<file path="src/rtl/bmdma_pkg.sv">
package bmdma_pkg;
  localparam int REG_W      = 32;
  localparam int BIT_EN     = 0;
  localparam int BIT_DIR    = 3;
  localparam int BIT_ACT    = 16;
  localparam int BIT_ERR    = 17;
  localparam int BIT_CMP    = 18;
  localparam int BIT_FEMPTY = 19;
  localparam int BIT_WDOG   = 20;
  localparam int BIT_CAP_LO = 21;
  localparam int CAP_W      = 2;
  localparam int BIT_SIMPLX = 23;

  typedef struct packed {
    logic             en;
    logic             dir;
    logic [CAP_W-1:0] cap;
    logic             act;
  } ctl_state_t;
endpackage

</file>
<file path="src/rtl/bmdma_flag.sv">
module bmdma_flag #(
  parameter bit MIRROR_IDLE = 1'b0
) (
  input  logic clk,
  input  logic rst,
  input  logic armed,
  input  logic raw,
  input  logic set_ev,
  input  logic clr_wr,
  output logic flag
);
  generate
    if (MIRROR_IDLE) begin : g_mirror
      always_ff @(posedge clk) begin
        if (rst)         flag <= 1'b0;
        else if (!armed) flag <= raw;
        else if (set_ev) flag <= 1'b1;
        else if (clr_wr) flag <= 1'b0;
      end
    end else begin : g_sticky
      logic unused_in;
      assign unused_in = armed ^ raw;
      always_ff @(posedge clk) begin
        if (rst)         flag <= 1'b0;
        else if (set_ev) flag <= 1'b1;
        else if (clr_wr) flag <= 1'b0;
      end
    end
  endgenerate
endmodule

</file>
<file path="src/rtl/bmdma_ctl_core.sv">
module bmdma_ctl_core
  import bmdma_pkg::*;
(
  input  logic             clk,
  input  logic             rst,
  input  logic             wr,
  input  logic             w_en,
  input  logic             w_dir,
  input  logic [CAP_W-1:0] w_cap,
  input  logic             eng_done,
  output ctl_state_t       st,
  output logic             eng_start,
  output logic             eng_abort
);
  logic go_up, go_down;
  assign go_up   = wr &&  w_en && !st.en && !st.act;
  assign go_down = wr && !w_en &&  st.en;

  always_ff @(posedge clk) begin
    if (rst) begin
      st        <= '0;
      eng_start <= 1'b0;
      eng_abort <= 1'b0;
    end else begin
      eng_start <= go_up;
      eng_abort <= go_down && st.act;
      if (wr) begin
        st.en  <= w_en;
        st.dir <= w_dir;
        st.cap <= w_cap;
      end
      if (go_down)       st.act <= 1'b0;
      else if (go_up)    st.act <= 1'b1;
      else if (eng_done) st.act <= 1'b0;
    end
  end
endmodule

</file>
<file path="src/rtl/bmdma_tf_gate.sv">
module bmdma_tf_gate (
  input  logic clk,
  input  logic rst,
  input  logic dma_en,
  input  logic req,
  output logic refuse,
  output logic allow
);
  always_ff @(posedge clk) begin
    if (rst) begin
      refuse <= 1'b0;
      allow  <= 1'b0;
    end else begin
      refuse <= req &&  dma_en;
      allow  <= req && !dma_en;
    end
  end
endmodule

</file>
<file path="src/rtl/bmdma_ctrl_reg.sv">
module bmdma_ctrl_reg
  import bmdma_pkg::*;
(
  input  logic             clk,
  input  logic             rst,
  input  logic             reg_wr,
  input  logic [REG_W-1:0] reg_wdata,
  output logic [REG_W-1:0] reg_rdata,
  input  logic             dev_irq,
  input  logic             eng_done,
  input  logic             bus_err,
  input  logic             fifo_empty,
  input  logic             wdog_flag,
  input  logic             tf_req,
  output logic             tf_abort,
  output logic             tf_pass,
  output logic             eng_start,
  output logic             eng_abort
);
  ctl_state_t st;
  logic err_q, cmp_q, cmp_set;

  bmdma_ctl_core u_core (
    .clk(clk), .rst(rst), .wr(reg_wr),
    .w_en(reg_wdata[BIT_EN]), .w_dir(reg_wdata[BIT_DIR]),
    .w_cap(reg_wdata[BIT_CAP_LO +: CAP_W]),
    .eng_done(eng_done), .st(st),
    .eng_start(eng_start), .eng_abort(eng_abort)
  );

  bmdma_flag #(.MIRROR_IDLE(1'b0)) u_err (
    .clk(clk), .rst(rst), .armed(1'b1), .raw(1'b0),
    .set_ev(bus_err && st.act),
    .clr_wr(reg_wr && reg_wdata[BIT_ERR]),
    .flag(err_q)
  );

  assign cmp_set = dev_irq && (!st.dir || (fifo_empty && !st.act));

  bmdma_flag #(.MIRROR_IDLE(1'b1)) u_cmp (
    .clk(clk), .rst(rst), .armed(st.en), .raw(dev_irq),
    .set_ev(cmp_set),
    .clr_wr(reg_wr && reg_wdata[BIT_CMP]),
    .flag(cmp_q)
  );

  bmdma_tf_gate u_gate (
    .clk(clk), .rst(rst), .dma_en(st.en), .req(tf_req),
    .refuse(tf_abort), .allow(tf_pass)
  );

  always_comb begin
    reg_rdata                        = '0;
    reg_rdata[BIT_EN]                = st.en;
    reg_rdata[BIT_DIR]               = st.dir;
    reg_rdata[BIT_ACT]               = st.act;
    reg_rdata[BIT_ERR]               = err_q;
    reg_rdata[BIT_CMP]               = cmp_q;
    reg_rdata[BIT_FEMPTY]            = fifo_empty;
    reg_rdata[BIT_WDOG]              = wdog_flag;
    reg_rdata[BIT_CAP_LO +: CAP_W]   = st.cap;
    reg_rdata[BIT_SIMPLX]            = 1'b0;
  end
endmodule

</file>
<file path="config.mk">
export PLATFORM = sky130hd
export DESIGN_NAME = bmdma_ctrl_reg
export DESIGN_NICKNAME = d
export VERILOG_FILES = /design/src/rtl/bmdma_pkg.sv /design/src/rtl/bmdma_flag.sv /design/src/rtl/bmdma_ctl_core.sv /design/src/rtl/bmdma_tf_gate.sv /design/src/rtl/bmdma_ctrl_reg.sv
export SDC_FILE = /design/constraint.sdc
export NUM_CORES = 1
export LEC_CHECK = 0
export ABC_AREA = 1
export CAP_MARGIN = 40
export CORE_ASPECT_RATIO = 0.75
export CORE_MARGIN = 2
export CORE_UTILIZATION = 27
export CTS_CLUSTER_SIZE = 24
export DETAILED_ROUTE_END_ITERATION = 16
export PLACE_DENSITY = 0.83
export SETUP_SLACK_MARGIN = 0.1
export SLEW_MARGIN = 10
export SYNTH_ARGS = -nofsm -noshare
export SYNTH_HDL_FRONTEND = slang
export SYNTH_SLANG_ARGS = --single-unit
</file>
<file path="constraint.sdc">
create_clock -name clk -period 2.24 [get_ports clk]
set_clock_uncertainty 0.05 [all_clocks]
set_input_delay 0.448 -clock clk [delete_from_list [all_inputs] [get_ports clk]]
set_output_delay 0.448 -clock clk [all_outputs]
set_load 0.005 [all_outputs]
</file>
==> results of run 1 <==
==> path summary, 6_finish.rpt <==
path | to | start | slack (ns)
max reg2reg | u_core.st[0] | u_core.st[4] | 1.29
max | reg_rdata[19] | fifo_empty | 0.32
min | u_err.flag | u_err.flag | 0.42
min reg2reg | u_err.flag | u_err.flag | 0.42
==> cells in the final DEF (no fill, tap or decap) <==
master / count
nand2_1: 12
clkbuf_4: 3
clkbuf_1: 1
o21ai_0: 3
dfxtp_1: 11
or2_1: 1
nor2_1: 8
nor3_1: 2
conb_1: 23
nor3_2: 1
a21oi_1: 3
nand3_1: 1
a21oi_2: 1
inv_2: 2
inv_1: 4
clkdlybuf4s50_1: 25
nand4_1: 1
==> area by class of cell <==
type	instances	area, um2
clock buffer	4	26.3
fill	236	1460
inverter	6	22.5
multi-input combinational	56	238
sequential	11	220
tap	25	31.3
timing repair buffer	25	250
==> cell families (layout without fill, tap and decap cells) <==
group           count (synthesis)  in the layout
buf+inv                        36             35
simple gates                   26             26
flops                          11             11
compound gates                  7              7
other cells                     1             23
==> layer usage <==
| metal | GRT usage, % | vias up |
|---|---|---|
| met1 | 9.76 | 201 |
| met5 | 0 | - |
| li1 | - | 239 |
| met2 | 13.8 | 24 |
| met3 | 4.26 | 0 |
| met4 | 1.33 | 0 |
==> through the flow <==
step | instances | utilization (%) | instance area [um2]
2_1_floorplan | 103 | - | 707
3_3_place_gp | 123 | 33.8 | 762
3_5_place_dp | 123 | 33.8 | 762
4_1_cts | 127 | 35.0 | 788
5_1_grt | 127 | 35.0 | 788
6_report | 127 | 35.0 | 788
==> report_power, final <==
part / leakage, uW / internal [uW] / total, uW / switching [uW]
combinational: 0.000251 / 43.9 / 77.2 / 33.3
clock: 0.0000150 / 68.8 / 133 / 63.7
sequential: 0.0000905 / 205 / 211 / 5.89
total: 0.000356 / 318 / 421 / 103
==> state kept, by name (all words and copies together), names as in the netlist <==
name              flops
u_cmp.flag            1
u_core.eng_abort      1
u_core.eng_start      1
u_core.st             5
u_err.flag            1
u_gate.allow          1
u_gate.refuse         1
==> results.txt, run 1 <==
Syn Inst Count: 81
Post-DRT Antenna Nets: 0
period utilization: 85.9%
CP max FO: 2
Placer Congestion: 0.722
layout cells sized above 1: 6.86%
Die Ht: 45.6 um
CP Buf/Inv Count: 2
met3 wire len: 81 um
Setup TNS Final: 0 ns
RSZ-0062 raised after global routing: no
CTS root buffer: clkbuf_4
Power Dens Cells: 534 mW/mm2
maximum clock frequency: 520 MHz
Worst EP arrival: 1.43 ns
initial antenna violation count: 0
Hold WC Path Type: reg -> reg
All-Layer GR Usage: 8.29%
Syn. warnings: 0
register bit total from synthesis: 11
largest stage delay on the critical path: 0.50 ns
Post-CTS Hold Buffers: 0
cts bufs inserted: 3
mux cell area share after synthesis: 0%
first-pass GRT wire length: 1630 um
sequential area share after synthesis: 35.3%
Yosys top cell area share: 35.3%
wire length on met2: 545 um
number of max-cap violations: 0
worst skew pair latency: 0.26 ns
post-synthesis instance area: 624 um2
CP Data Required Time: 1.74 ns
DP Wirelength: 905 um
Compound-Gate Fraction of Synth Area: 6.21%
Metal-1 WL: 469 um
largest family of logic cells by synthesized area: buffers and inverters
Min Hold Slack: 0.416 ns
final worst slack: 0.316 ns
drt total wl: 1100 um
top cells by area, synth: dfxtp_1, buf_4, nand2_1
DR vias/cell: 3.65
Mean Syn Cell Area: 7.71 um2
vias in the first global route: 389
Post-synth ARST share: 0%
Period minus WS final: 1.92 ns
Core Rows: 15
TritonCTS clock tree: done
Final Hold Viols: 0
top cells by count, synth: buf_4, nand2_1, dfxtp_1
critical path's top delay family: buffers and inverters
Final Max Slew Viols: 0
xor/xnor share of the synthesized area: 0%
Die Wd: 59.5 um
max layer used: met3
GR Overflow Total: 0
number of synthesized flops with an enable pin: 0
drt pass-1 iters: 2
count leader, synth: buf_4
via count: 464
Most used DFF post-synth: dfxtp_1
Synth-to-Final Area Change: 26.3%
Power, Total: 421 uW
Worst VDD drop: 0.166 mV
PostCTS Resize Cnt: 0
postcts setup bufs: 0
n_diodes: 0
I/O Buffers: 25
DRT iter0 DRCs: 2
crit start category: input pin
Final Setup Violations: 0
clock tree buffer depth: 2
Synth area leader: dfxtp_1
final-stage net count: 144
Synth Area in Simple Gates: 18.0%
Hold Crit Depth: 2
Crit Path Category: in -> out
leak pwr: 0.000356 uW
Ports: 77
Residual DRC: 0
critical path depth in cells: 2
Initial Utilization: 27.7%
CTS sink count: 11
post-synth cell types: 17
adder-cell share of the synthesized area: 0%
crit path capture type: output port
Core ar.: 0.00225 mm2
critical path's most frequent cell: clkdlybuf4s50_1
worst-path cell chain: clkdlybuf4s50_1 > clkdlybuf4s50_1
Routed wire per std cell: 8.64 um
Worst Reg-to-Reg Cells: 5
clock slew at reported path FFs: 0.07 ns
Die ar.: 0.00272 mm2
dpl ws: 0.305 ns
CTS H-tree lvls: 1
run status: finished, final reports clean
cell with the biggest individual delay on the critical path: clkdlybuf4s50_1
largest net degree at the start of global routing: 10
No activity file was read; power rests on OpenSTA's default activity.
==> run 2: changes to the inputs <==
- ABC_AREA: 1 -> unset
- ABC_CLOCK_PERIOD_IN_PS: unset -> 2240
- CORE_UTILIZATION: 27 -> 28
- PLACE_DENSITY: 0.83 -> 0.86
==> run 2 against run 1 <==
Final area down 0.32%. Clock power barely moved. The run now ends with design-rule violations left. Synthesized area rose by 0.60%. Critical path depth did not move. Maximum frequency rose by 0.96%. Cell count is 8.7% lower. Critical endpoint unchanged. Combinational power about the same. Largest cell class unchanged. Hold slack improved by 0.021 ns. Worst setup slack gained 0.018 ns. Utilization is 3.0 points higher. Power is 0.27% higher. Sequential cell count unchanged.
==> results.txt, run 2 <==
run status: complete, but fails checks
failing checks: design-rule violations
Worst VDD drop: 0.126 mV
final-stage net count: 134
Filler Cell Count: 220
Period minus WS final: 1.91 ns
n_diodes: 0
Most used DFF post-synth: dfxtp_1
GR met2 Demand/Resource: 18.4%
largest stage delay on the critical path: 0.50 ns
CTS H-tree lvls: 1
CP Buf/Inv Count: 2
PostCTS Resize Cnt: 0
clock slew at reported path FFs: 0.07 ns
Worst EP arrival: 1.41 ns
leak pwr: 0.000348 uW
drt total wl: 1190 um
via count: 446
CTS sink count: 11
DR vias/cell: 3.84
Die Wd: 58.7 um
sequential area share after synthesis: 35.1%
crit path capture type: output port
cell with the biggest individual delay on the critical path: clkdlybuf4s50_1
Largest register FFs: 5
Post-CTS Hold Buffers: 0
count leader, synth: buf_4
Post-DRT Antenna Nets: 0
All-Layer GR Usage: 9.62%
Hold WC Path Type: reg -> reg
clock tree buffer depth: 2
area of the multi-input gates: 248 um2
period utilization: 85.1%
Core Rows: 14
Die Ht: 45.0 um
CP max FO: 2
CTS root buffer: clkbuf_4
most frequent cells in the layout: clkdlybuf4s50_1, conb_1, dfxtp_1
CP Data Required Time: 1.74 ns
register bit total from synthesis: 11
Util after Layout: 38.0%
postcts setup bufs: 0
most flop-heavy register: u_core.st
DP Wirelength: 984 um
commonest non-fill, non-tap cell in the layout: clkdlybuf4s50_1
initial antenna violation count: 0
Final Max Slew Viols: 0
Residual DRC: 3
Routed wire per std cell: 10.3 um
Global Route met3 Usage: 2.29%
crit start category: input pin
Yosys top cell area share: 35.1%
number of max-cap violations: 0
I/O Buffers: 25
critical path's top delay family: buffers and inverters
Synth-to-Final Area Change: 25.1%
DRT iter0 DRCs: 6
Initial Utilization: 30.4%
largest net degree at the start of global routing: 11
layout cells sized above 1: 5.43%
worst skew pair latency: 0.26 ns
Power, Total: 422 uW
GR Overflow Total: 0
Die ar.: 0.00264 mm2
Placer Congestion: 0.656
number of synthesized flops with an enable pin: 0
Setup TNS Final: 0 ns
top cells by area, synth: dfxtp_1, buf_4, mux2i_1
Syn. warnings: 0
drt pass-1 iters: 10
busiest grt layer: met2
Register Area: 220 um2
critical path's most frequent cell: clkdlybuf4s50_1
cts bufs inserted: 3
maximum clock frequency: 525 MHz
Power Dens Cells: 537 mW/mm2
Ports: 77
Post-synth ARST share: 0%
post-synthesis instance area: 628 um2
TritonCTS clock tree: done
Synth area leader: dfxtp_1
Syn Inst Count: 72
post-synth cell types: 22
Crit Path Category: in -> out
top cells by count, synth: buf_4, dfxtp_1, nor2_1
RSZ-0062 raised after global routing: no
first-pass GRT wire length: 1840 um
worst-path cell chain: clkdlybuf4s50_1 > clkdlybuf4s50_1
Core ar.: 0.00207 mm2
Mean Syn Cell Area: 8.72 um2
Final Hold Viols: 0
GR Util met1: 8.96%
Final Setup Violations: 0
vias in the first global route: 450
==> run 2: cell count changes in the layout (fill, tap and decap cells not counted), sizes merged, moves of 2 or more <==
cell   delta
nand2     -9
mux2i     +4
a21oi     -3
inv       -3
nor3      -2
o21ai     -2
==> run 2: final timing paths <==
| path | slack [ns] | from | endpoint | cells past startpoint |
|---|---|---|---|---|
| worst min register to register | 0.44 | u_cmp.flag | u_cmp.flag | 2 |
| worst max register to register | 1.22 | u_core.st[4] | u_cmp.flag | 3 |
| worst min-delay path | 0.44 | u_cmp.flag | u_cmp.flag | 2 |
| worst max-delay path | 0.33 | fifo_empty | reg_rdata[19] | 2 |
==> run 2: cells by family after synthesis <==
| family | after synthesis | synth area share (%) |
|---|---|---|
| mux | 4 | 6.37 |
| compound gates | 5 | 6.37 |
| simple gates | 17 | 13.0 |
| other cells | 1 | 0.597 |
| flops | 11 | 35.1 |
| buf+inv | 34 | 38.6 |
==> run 2: worst reg2reg max path: stages, from the launching register on <==
cell	delay [ns]
dfxtp_1	0.51
nand2_1	0.11
o21ai_1	0.15
a21oi_1	0.08
==> run 2: layout make-up <==
cell class                 count  area share, %
clock buffer                   4           3.34
inverter                       3           1.43
multi-input combinational     49           31.5
sequential                    11           28.0
tap                           24           3.82
timing repair buffer          25           31.8
==> run 2: where the power goes <==
part | switching [uW] | leakage (uW) | internal, uW
clock network | 63.8 | 0.0000150 | 68.7
logic | 31.5 | 0.000243 | 45.7
registers | 7.50 | 0.0000903 | 205
total | 103 | 0.000348 | 319
==> run 2: per-layer routing <==
layer	share of wire, %	vias up	routed length (um)
met5	0	-	0
met1	33	206	398
met3	6.4	2	76
met2	58	20	696
met4	1.6	0	19
li1	-	218	-
==> run 2: through the flow <==
step / setup WS (ns) / hold WS [ns] / cells / area (um2)
floorplan: 1.18 / 0.398 / 94 / 711
global placement: 0.329 / 0.406 / 112 / 759
detailed placement: 0.329 / 0.429 / 112 / 759
CTS: 0.326 / 0.438 / 116 / 786
global route: 0.284 / 0.456 / 116 / 786
finish: 0.334 / 0.436 / 116 / 786
